==> config.mk <==
export PLATFORM = sky130hd
export DESIGN_NAME = vlp_line_builder
export DESIGN_NICKNAME = d
export VERILOG_FILES = /design/src/rtl/vlp_pkg.sv /design/src/rtl/vlp_hdr_decode.sv /design/src/rtl/vlp_line_cache.sv /design/src/rtl/vlp_line_builder.sv
export SDC_FILE = /design/constraint.sdc
export NUM_CORES = 1
export LEC_CHECK = 0
export ABC_AREA = 1
export BUFFER_PORTS_ARGS = -buffer_cell sky130_fd_sc_hd__clkbuf_2
export CORE_ASPECT_RATIO = 0.5
export CORE_MARGIN = 4
export CORE_UTILIZATION = 50
export DETAILED_ROUTE_END_ITERATION = 7
export MAX_ROUTING_LAYER = met4
export PLACE_DENSITY = 0.75
export SLEW_MARGIN = 40
export SYNTH_ARGS = -nofsm -noshare
export SYNTH_HDL_FRONTEND = slang
export SYNTH_SLANG_ARGS = --single-unit
==> constraint.sdc <==
create_clock -name clk -period 18.15 [get_ports clk]
set_clock_uncertainty 0.2 [all_clocks]
set_input_delay 0 -clock clk [delete_from_list [all_inputs] [get_ports clk]]
set_output_delay 0 -clock clk [all_outputs]
set_load 0.02 [all_outputs]
==> src/rtl/vlp_pkg.sv <==
package vlp_pkg;

    localparam int DEF_LINE_W = 32;
    localparam int DEF_HDR_W  = 2;
    localparam int PL_W       = 8;   // width of one payload-length table entry
    localparam int MAX_CODES  = 16;  // header codes supported by max_entry()

    typedef enum logic [1:0] {
        DEC_NO_HDR,   // header bits not all cached yet
        DEC_SHORT,    // header known, packet tail missing
        DEC_GO        // whole packet cached
    } dec_status_e;

    function automatic int cdiv(input int a, input int b);
        return (a + b - 1) / b;
    endfunction

    function automatic int max_entry(input logic [MAX_CODES*PL_W-1:0] flat, input int n);
        int m;
        m = 0;
        for (int i = 0; i < n; i++) begin
            if (int'(flat[i*PL_W +: PL_W]) > m) m = int'(flat[i*PL_W +: PL_W]);
        end
        return m;
    endfunction

endpackage

==> src/rtl/vlp_hdr_decode.sv <==
module vlp_hdr_decode
    import vlp_pkg::*;
#(
    parameter int LINE_W = DEF_LINE_W,
    parameter int HDR_W  = DEF_HDR_W,
    parameter int LINES  = 3,
    parameter logic [(1<<HDR_W)-1:0][PL_W-1:0] PAY_LEN = '0,
    localparam int EXT_W = LINES * LINE_W,
    localparam int OFF_W = $clog2(LINE_W),
    localparam int CNT_W = $clog2(LINES + 1),
    localparam int SUM_W = $clog2(EXT_W + 1) + 1
) (
    input  logic [EXT_W-1:0] window,
    input  logic [OFF_W-1:0] off,
    input  logic [CNT_W-1:0] cnt,
    output dec_status_e      status,
    output logic [HDR_W-1:0] code,
    output logic [CNT_W-1:0] need,
    output logic [CNT_W-1:0] drop,
    output logic [OFF_W-1:0] nxt_off
);

    logic [HDR_W-1:0] raw_hdr;
    logic [SUM_W-1:0] tot_len;
    logic [SUM_W-1:0] end_pos;
    logic [CNT_W-1:0] hdr_need;

    assign raw_hdr = HDR_W'(window >> off);
    assign code    = raw_hdr;

    always_comb begin
        tot_len  = SUM_W'(HDR_W) + SUM_W'(PAY_LEN[raw_hdr]);
        end_pos  = SUM_W'(off) + tot_len;
        // LINE_W is a power of two: division by shifting
        need     = CNT_W'((end_pos + SUM_W'(LINE_W - 1)) >> OFF_W);
        drop     = CNT_W'(end_pos >> OFF_W);
        nxt_off  = end_pos[OFF_W-1:0];
        hdr_need = CNT_W'((SUM_W'(off) + SUM_W'(HDR_W + LINE_W - 1)) >> OFF_W);
        if (cnt < hdr_need)  status = DEC_NO_HDR;
        else if (cnt < need) status = DEC_SHORT;
        else                 status = DEC_GO;
    end

endmodule

==> src/rtl/vlp_line_cache.sv <==
module vlp_line_cache
    import vlp_pkg::*;
#(
    parameter int LINE_W = DEF_LINE_W,
    parameter int LINES  = 3,
    localparam int EXT_W = LINES * LINE_W,
    localparam int OFF_W = $clog2(LINE_W),
    localparam int CNT_W = $clog2(LINES + 1)
) (
    input  logic              clk,
    input  logic              rst,
    input  logic              in_valid,
    input  logic [LINE_W-1:0] in_data,
    output logic              in_ready,
    input  logic              take,
    input  logic [CNT_W-1:0]  drop,
    input  logic [OFF_W-1:0]  nxt_off,
    output logic [EXT_W-1:0]  window,
    output logic [OFF_W-1:0]  off,
    output logic [CNT_W-1:0]  cnt
);

    logic [LINES-1:0][LINE_W-1:0] lines_q;
    logic [LINE_W-1:0]            lines_d [LINES];
    logic [EXT_W-1:0]             shifted;
    logic [CNT_W-1:0]             cnt_q;
    logic [CNT_W-1:0]             drop_eff;
    logic [CNT_W-1:0]             left;
    logic [OFF_W-1:0]             off_q;
    logic                         accept;

    always_comb begin
        drop_eff = take ? drop : '0;
        left     = cnt_q - drop_eff;
        in_ready = left < CNT_W'(LINES);
        accept   = in_valid && in_ready;
    end

    assign shifted = lines_q >> (LINE_W * int'(drop_eff));

    for (genvar g = 0; g < LINES; g++) begin : g_slot
        always_comb begin
            lines_d[g] = (accept && (int'(left) == g)) ? in_data
                                                        : shifted[g*LINE_W +: LINE_W];
        end
    end

    always_ff @(posedge clk) begin
        for (int i = 0; i < LINES; i++) lines_q[i] <= lines_d[i];
        if (rst) begin
            cnt_q <= '0;
            off_q <= '0;
        end else begin
            cnt_q <= left + CNT_W'(accept);
            if (take) off_q <= nxt_off;
        end
    end

    assign window = lines_q;
    assign off    = off_q;
    assign cnt    = cnt_q;

endmodule

==> src/rtl/vlp_line_builder.sv <==
module vlp_line_builder
    import vlp_pkg::*;
#(
    parameter int LINE_W = DEF_LINE_W,
    parameter int HDR_W  = DEF_HDR_W,
    parameter logic [(1<<HDR_W)-1:0][PL_W-1:0] PAY_LEN = {8'd45, 8'd30, 8'd14, 8'd6},
    localparam int NUM_CODES = 1 << HDR_W,
    localparam int MAX_LEN   = HDR_W + max_entry((MAX_CODES*PL_W)'(PAY_LEN), NUM_CODES),
    localparam int LINES     = cdiv(LINE_W + MAX_LEN - 1, LINE_W),
    localparam int EXT_W     = LINES * LINE_W,
    localparam int OFF_W     = $clog2(LINE_W),
    localparam int CNT_W     = $clog2(LINES + 1)
) (
    input  logic              clk,
    input  logic              rst,
    input  logic              in_valid,
    output logic              in_ready,
    input  logic [LINE_W-1:0] in_data,
    output logic              out_valid,
    input  logic              out_ready,
    output logic [EXT_W-1:0]  out_data,
    output logic [OFF_W-1:0]  out_shift,
    output logic [CNT_W-1:0]  out_lines,
    output logic [HDR_W-1:0]  out_code
);

    typedef struct packed {
        logic [EXT_W-1:0] data;
        logic [OFF_W-1:0] shift;
        logic [CNT_W-1:0] lines;
        logic [HDR_W-1:0] code;
    } ext_pkt_t;

    logic [EXT_W-1:0] window;
    logic [OFF_W-1:0] off;
    logic [CNT_W-1:0] cnt;
    dec_status_e      status;
    logic [HDR_W-1:0] code;
    logic [CNT_W-1:0] need;
    logic [CNT_W-1:0] drop;
    logic [OFF_W-1:0] nxt_off;
    logic             fire;
    logic             ov_q;
    ext_pkt_t         pkt_q;

    vlp_line_cache #(
        .LINE_W (LINE_W),
        .LINES  (LINES)
    ) u_cache (
        .clk      (clk),
        .rst      (rst),
        .in_valid (in_valid),
        .in_data  (in_data),
        .in_ready (in_ready),
        .take     (fire),
        .drop     (drop),
        .nxt_off  (nxt_off),
        .window   (window),
        .off      (off),
        .cnt      (cnt)
    );

    vlp_hdr_decode #(
        .LINE_W  (LINE_W),
        .HDR_W   (HDR_W),
        .LINES   (LINES),
        .PAY_LEN (PAY_LEN)
    ) u_dec (
        .window  (window),
        .off     (off),
        .cnt     (cnt),
        .status  (status),
        .code    (code),
        .need    (need),
        .drop    (drop),
        .nxt_off (nxt_off)
    );

    assign fire = (status == DEC_GO) && (!ov_q || out_ready);

    always_ff @(posedge clk) begin
        if (rst) begin
            ov_q <= 1'b0;
        end else if (fire) begin
            ov_q        <= 1'b1;
            pkt_q.data  <= window;
            pkt_q.shift <= off;
            pkt_q.lines <= need;
            pkt_q.code  <= code;
        end else if (out_ready) begin
            ov_q <= 1'b0;
        end
    end

    assign out_valid = ov_q;
    assign out_data  = pkt_q.data;
    assign out_shift = pkt_q.shift;
    assign out_lines = pkt_q.lines;
    assign out_code  = pkt_q.code;

endmodule

# After elaboration in Yosys (flattened, before gate mapping)
# Cells that the tools add are included.
# totals
output_inout_bits,107
wordCells,46
ff_bits,209
# classes
n_lt_le_gt_ge,4
n_reduce_logical,10
n_mux,10
n_shift,2
n_addsub,6
bitwise_logic,1
eq_ne,3
# op_table
cell,count
2-to-1 mux 32 bit,3
>> shifter 96 x 5 -> 2 bit,1
>> shifter 96 x 7 -> 96 bit,1
binary-select mux 8 bit (select 2 bit),1
"adder 2 x 7 -> 7 bit, first input constant",1
"adder 5 x 6 -> 7 bit, second input constant",1
adder 5 x 7 -> 7 bit,1
"adder 7 x 5 -> 7 bit, second input constant",1
2-to-1 mux 7 bit,1
"== test 2 bit, second input constant",3
2-to-1 mux 2 bit,3
logical AND 1 bit,5
less-than comparator 2 bit,2
"less-than comparator 2 x 3 -> 1 bit, second input constant",1
adder 2 x 1 -> 2 bit,1
logical NOT 2 bit,1
"less-than comparator 2 bit, second input constant",1
2-to-1 mux 1 bit,2
AND reduction 2 bit,1
nonzero test 2 bit,1
subtractor 2 bit,1
logical NOT 1 bit,1
logical OR 1 bit,1
inverter 1 bit,1

# Logic depth before layout (Yosys ltp)
# logic_depth
ltp_word,17
mapped_depth,40
ltp_nobuf,38

# Hierarchy
# Synthesis repeated with hierarchy kept, for this count alone.
# hier_totals
hier_cells,988
hier_area_um2,9565.4
# modules_own_cells
module,instances,cells_each,area_each_um2
vlp_line_cache,1,649,5235.0
vlp_line_builder,1,116,3216.8
vlp_hdr_decode,1,223,1113.6

# Worst setup path after synthesis
# No wires, ideal clock.
# synth_timing
path_kind,reg-to-reg
startpoint,"register u_cache.off_q[0], in the netlist u_cache.off[0]"
endpoint,"register pkt_q, in the netlist out_code[0] (enable)"
setup_time_ns,0.570
arrival_time_ns,8.335
stages_incl_launch_ff,30
path_slack_ns,9.044
cell_sequence,dfxtp_1 > clkbuf_1 > inv_1 > clkbuf_1 > nor2_1 > o221ai_1 > nand3_1 > nand2_1 > inv_1 > o21ai_0 > inv_1 > nor2_1 > ha_1 > inv_1 > ha_1 > inv_1 > fa_1 > inv_1 > nand3_1 > nand3_1 > nand2_1 > inv_2 > nand2_2 > xor2_1 > ha_1 > nand2_2 > a21oi_1 > nand2_1 > clkbuf_1 > nor2_1
# synth_via
elab_chain_cells,12
word_cells_on_any_way,14
cone_classes,add/sub (4); order compare (2); eq/ne (1); shift (1); mux (4); reduce/logical (2)
# synth_lines
element,line_no,rtl
"start, declared",vlp_line_cache.sv:29,logic [OFF_W-1:0] off_q;
"start signal, assigned",vlp_line_cache.sv:55,if (take) off_q <= nxt_off;
>> shifter 96 x 5 -> 2 bit,vlp_hdr_decode.sv:28,assign raw_hdr = HDR_W'(window >> off);
named net code[0],vlp_line_builder.sv:38,logic [HDR_W-1:0] code;
binary-select mux 8 bit (select 2 bit),vlp_hdr_decode.sv:32,tot_len = SUM_W'(HDR_W) + SUM_W'(PAY_LEN[raw_hdr]);
2-to-1 mux 7 bit (implied by the code),vlp_hdr_decode.sv:32,
adder 2 x 7 -> 7 bit,vlp_hdr_decode.sv:32,
adder 5 x 7 -> 7 bit,vlp_hdr_decode.sv:33,end_pos = SUM_W'(off) + tot_len;
adder 7 x 5 -> 7 bit,vlp_hdr_decode.sv:35,need = CNT_W'((end_pos + SUM_W'(LINE_W - 1)) >> OFF_W);
less-than comparator 2 bit,vlp_hdr_decode.sv:40,else if (cnt < need) status = DEC_SHORT;
2-to-1 mux 2 bit,vlp_hdr_decode.sv:40,
2-to-1 mux 2 bit,vlp_hdr_decode.sv:39,if (cnt < hdr_need) status = DEC_NO_HDR;
== test 2 bit,vlp_line_builder.sv:79,assign fire = (status == DEC_GO) && (!ov_q || out_ready);
logical AND 1 bit,vlp_line_builder.sv:79,
AND reduction 2 bit (no source line),n/a,
"end, declared",vlp_line_builder.sv:44,ext_pkt_t pkt_q;
# The timed path passes the listed nets, and every way through them passes these cells. The select of a mux whose other input is x is not followed.
# A chain may end at the register's enable or synchronous reset.

# Worst setup path in the final report
# layout_timing
startpoint,"register u_cache.off_q[0], in the netlist u_cache.off[0]"
endpoint,"register u_cache.lines_q, in the netlist u_cache.window[42] (enable)"
# layout_via
elab_chain_cells,17
word_cells_on_any_way,21
cone_classes,add/sub (5); order compare (3); eq/ne (2); shift (2); mux (6); reduce/logical (3)
# layout_lines
element,line_no,rtl
>> shifter 96 x 5 -> 2 bit *,vlp_hdr_decode.sv:28,
named net code[1],vlp_line_builder.sv:38,
binary-select mux 8 bit (select 2 bit) *,vlp_hdr_decode.sv:32,
2-to-1 mux 7 bit (implied by the code) *,vlp_hdr_decode.sv:32,
adder 2 x 7 -> 7 bit *,vlp_hdr_decode.sv:32,
adder 5 x 7 -> 7 bit *,vlp_hdr_decode.sv:33,
adder 7 x 5 -> 7 bit,vlp_hdr_decode.sv:35,
less-than comparator 2 bit,vlp_hdr_decode.sv:40,
[... 2 more ...],n/a,
== test 2 bit,vlp_line_builder.sv:79,
logical AND 1 bit,vlp_line_builder.sv:79,
2-to-1 mux 2 bit *,vlp_line_cache.sv:33,drop_eff = take ? drop : '0;
subtractor 2 bit,vlp_line_cache.sv:34,left = cnt_q - drop_eff;
less-than comparator 2 bit,vlp_line_cache.sv:35,in_ready = left < CNT_W'(LINES);
logical AND 1 bit,vlp_line_cache.sv:36,accept = in_valid && in_ready;
logical AND 1 bit,vlp_line_cache.sv:43,lines_d[g] = (accept && (int'(left) == g)) ? in_data
2-to-1 mux 32 bit *,vlp_line_cache.sv:43,
"end, declared",vlp_line_cache.sv:23,logic [LINES-1:0][LINE_W-1:0] lines_q;
# The timed path passes the listed nets; every way through them passes the cells marked *. The select of a mux whose other input is x is not followed.

==> results_tabular.tex <==
\begin{tabular}{lr}
\hline
Metric & Value \\
\hline
\multicolumn{2}{l}{\textbf{Status}} \\
\quad Outcome & finished clean \\
\multicolumn{2}{l}{\textbf{Placement}} \\
\quad Routability-driven placement congestion ratio & 0.8686 \\
\quad Port Buffers & 142 \\
\quad Estimated wirelength of the detail-placed design & 16,600 um \\
\multicolumn{2}{l}{\textbf{Synth}} \\
\quad Count of mapped cells out of synthesis & 937 \\
\quad Largest cells by area after synthesis & edfxtp\_1 (54\%), nand2\_1 (10\%), dfxtp\_1 (8.5\%) \\
\quad Leading post-synthesis cells by instance count & nand2\_1 (260), edfxtp\_1 (169), nor2\_1 (103), inv\_1 (61), nand3\_1 (49) \\
\quad Count of distinct cell types in the synthesized netlist & 37 \\
\quad Fraction of registers with async set or reset after synthesis & 0 \\
\quad Syn Std Cell Area & 9404 um2 \\
\quad Top cell type's share of synthesized area & 0.5396 \\
\quad Number of synthesized register bits & 209 \\
\quad Per-instance average area after synthesis & 10.04 um2 \\
\quad Number of flops mapped to enable cells by yosys & 169 \\
\quad Synthesis Warnings & 0 \\
\quad Post-synth net total & 986 \\
\quad Top\_reg\_cell synth & edfxtp\_1 \\
\quad Yosys top cell by area & edfxtp\_1 \\
\quad Register area share after synthesis & 0.6248 \\
\quad Dominant cell by count in the synthesized netlist & nand2\_1 \\
\multicolumn{2}{l}{\textbf{Clock tree}} \\
\quad Root buffer selected by CTS & clkbuf\_16 \\
\quad Largest buffer count on any clock path & 3 \\
\quad Clock tree from TritonCTS & built \\
\quad Worst-skew pair later-pin latency & 500 ps \\
\quad Post-CTS clock slew at the launch and capture registers of the worst setup and hold paths & 60 ps \\
\quad H-Tree Level Count & 1 \\
\quad TritonCTS buffer count & 20 \\
\quad Clock sinks & 209 \\
\quad Buffers inserted during post-CTS setup optimization & 0 \\
\multicolumn{2}{l}{\textbf{Critical path}} \\
\quad Sum of buffers and inverters on the critical path & 7 \\
\quad Worst EP arrival & 8420 ps \\
\quad Setup Crit Path Kind & reg2reg \\
\quad FF-to-FF setup slack & 9730 ps \\
\quad Critical register-to-register path endpoint & u\_cache.window[42] \\
\quad Slowest cell delay on critical path & 800 ps \\
\quad Required time at the worst-slack endpoint & 18,140 ps \\
\quad Startpoint types & flip-flop \\
\quad Worst path depth & 30 \\
\quad Reg-to-reg startpoint & u\_cache.off[0] \\
\quad Critical Path End Type & flip-flop \\
\quad Path depth of the worst reg2reg path & 30 \\
\quad Crit-path leading delay family & simple AND/OR/NAND/NOR gates \\
\quad Cell at the slowest stage of the critical path & inv\_2 \\
\quad Highest fanout seen on the critical path & 36 \\
\multicolumn{2}{l}{\textbf{Floorplan}} \\
\quad Standard cell core area & 18,440 um2 \\
\quad Effective utilization at floorplan & 0.5101 \\
\quad Number of ports placed on the die boundary & 143 \\
\quad Die X & 202.0 um \\
\quad Vertical extent of the die & 105.0 um \\
\quad Die outline area & 21,200 um2 \\
\quad Std cell rows & 35 \\
\multicolumn{2}{l}{\textbf{GRT}} \\
\quad Total routing usage reported by global routing & 0.2391 \\
\quad Maximum number of pins on one net before global-route repair & 66 \\
\quad Total overflow reported by the global router & 0 \\
\quad Number of global-route vias before repair & 7,122 \\
\quad Number of antenna violations at the first check in global routing & 0 \\
\quad First-pass GRT wire length & 39,470 um \\
\multicolumn{2}{l}{\textbf{Final layout}} \\
\quad Ant diodes & 0 \\
\quad Proportion of layout cells with a drive suffix above 1 & 0.2080 \\
\quad Signed area change from the synthesized netlist to the final layout & 20.02\% \\
\quad \# nets final & 1,141 \\
\multicolumn{2}{l}{\textbf{Job}} \\
\quad Number of maximum-capacitance constraint violations & 0 \\
\multicolumn{2}{l}{\textbf{Power and ir drop}} \\
\quad Peak VDD IR & 0.09689 mV \\
\quad Areal power density over the cells & 206.6 nW/um2 \\
\quad Power dissipated by switching net loads & 974.9 uW \\
\quad Switching part of the total power & 0.4181 \\
\quad Internal Power & 1.357 mW \\
\quad Power share of the combinational group & 0.382 \\
\quad Cell leakage power & 4.816 nW \\
\quad Part of the total power dissipated in the clock network & 0.196 \\
\quad Total power & 2.332 mW \\
\quad Part of the power in registers & 0.421 \\
\multicolumn{2}{l}{\textbf{Timing}} \\
\quad Number of failing hold endpoints at the final stage & 0 \\
\quad Highest achievable clock rate & 118.7 MHz \\
\quad Setup repair after global routing missed its margin & no \\
\quad Post-route setup TNS & 0 ps \\
\quad Worst rel slew slack & 0.4466 \\
\quad Tmin final & 8424 ps \\
\quad Final setup vio count & 0 \\
\quad Post-route clock period utilization & 0.4641 \\
\quad Number of max-slew violations in the final report & 0 \\
\quad Slew at the pin closest to its max-slew limit & 830.1 ps \\
\multicolumn{2}{l}{\textbf{Routing}} \\
\quad Vias per inst & 5.467 \\
\quad DRT Pass-1 Iters & 6 \\
\quad Drt total wl & 25,110 um \\
\quad Average detailed-routed wire length per instance & 18.40 um \\
\quad Via Count & 7,463 \\
\quad Violation count after the first detailed-route iteration & 852 \\
\quad Final ANT Viol Nets & 0 \\
\quad Detailed-route DRC error count & 0 \\
\multicolumn{2}{l}{\textbf{Worst hold path}} \\
\quad Type of the most critical hold path & in2reg \\
\quad Origin of the worst min-delay path & out\_ready \\
\quad Destination of the worst hold path & u\_cache.cnt[1] \\
\quad Depth of the worst hold-timing path & 8 \\
\hline
\end{tabular}
-- how the worst max path moves through the flow --
| stage | from | end | slack [ps] |
|---|---|---|---|
| 3_5_place_dp | u_cache.off[0] | u_cache.window[38] | 10310 |
| 6_report | u_cache.off[0] | u_cache.window[42] | 9730 |
| 4_1_cts | u_cache.off[1] | u_cache.window[42] | 10220 |
| 3_3_place_gp | u_cache.off[0] | u_cache.window[38] | 10250 |
| 2_1_floorplan | u_cache.off[0] | out_code[0] | 9040 |
| 5_1_grt | u_cache.off[0] | u_cache.window[42] | 9160 |
-- kinds of logic after synthesis --
family / after synthesis / share of synthesized area
AND/OR/NAND/NOR: 431 / 0.1927
adder cells (fa/ha/maj): 13 / 0.01809
XOR/XNOR: 1 / 0.0009315
flip-flops: 209 / 0.6248
buffers and inverters: 118 / 0.05947
AO/OA/AOI/OAI: 165 / 0.1040
-- placed cells by master (no fill, tap or decap), types with 3 or more instances in the layout --
cell type / Yosys / routed
clkbuf_2: 2 / 142
o21ai_0: 42 / 42
o221ai_1: 14 / 14
o21ai_1: 35 / 35
bufinv_16: 0 / 5
nand2_1: 260 / 260
clkinv_2: 0 / 3
nand3_2: 3 / 3
edfxtp_1: 169 / 169
buf_4: 4 / 7
clkbuf_16: 0 / 20
dfxtp_1: 40 / 39
nand3_1: 49 / 49
nand2_2: 5 / 5
a21oi_1: 46 / 46
inv_2: 4 / 4
ha_1: 12 / 12
clkinv_1: 1 / 4
inv_1: 61 / 59
dlygate4sd3_1: 0 / 35
o21ai_2: 23 / 23
nor2_1: 103 / 102
-- repair_timing --
item / in CTS / in global routing
setup endpoints to repair: 0 / 0
hold buffers: 35 / 0
endpoints found under the hold margin: 104 / 0
gates resized for setup: 0 / 0
-- through the flow --
step	setup WS (ps)	utilization	instances	area (um2)	hold WS, ps
after floorplan	9044	-	937	9404	-130.9
after global placement	10250	0.5526	1293	10190	80.08
after detailed placement	10310	0.5528	1293	10190	93.31
after CTS	10220	0.6111	1364	11270	92.60
after global routing	9162	0.6122	1365	11290	154.0
final	9726	0.6122	1365	11290	110.2
-- final cells by class --
type | count | area (um2)
Inverter | 66 | 250.2
Clock buffer | 21 | 504.2
Tap cell | 259 | 324.1
Fill cell | 1503 | 7149
Clock inverter | 15 | 221.5
Timing Repair Buffer | 185 | 1134
Sequential cell | 209 | 5877
Multi-Input combinational cell | 610 | 2977
-- metal layers --
| layer | track usage | part of all wire |
|---|---|---|
| met3 | 0.04589 | 0.097 |
| met2 | 0.3663 | 0.45 |
| met5 | - | 0 |
| met4 | 0.05068 | 0.019 |
| met1 | 0.3365 | 0.43 |
-- worst register-to-register path, delay by kind of cell (launching register included) --
kind | cells | cell delay, ps
buf+inv | 7 | 2220
simple gates | 14 | 2690
flops | 1 | 690
xor+xnor | 1 | 90
compound gates | 4 | 980
fa+ha+maj | 4 | 1260
-- power by group through the flow --
stage | combinational [mW] | sequential [mW] | clock (mW)
after floorplan | 0.549 | 1.03 | 0
after global routing | 0.985 | 0.997 | 0.487
after global placement | 0.846 | 0.981 | 0
after detailed placement | 0.871 | 0.984 | 0
after CTS | 0.883 | 0.977 | 0.464
final | 0.892 | 0.982 | 0.458
-- sequential cells by signal, summed over array words and instances, names as in the netlist --
register        cells
out_code            2
u_cache.window     96
out_valid           1
u_cache.off         5
out_shift           5
out_data           96
u_cache.cnt         2
out_lines           2
Note: power is estimated with default switching activity, not from simulation.
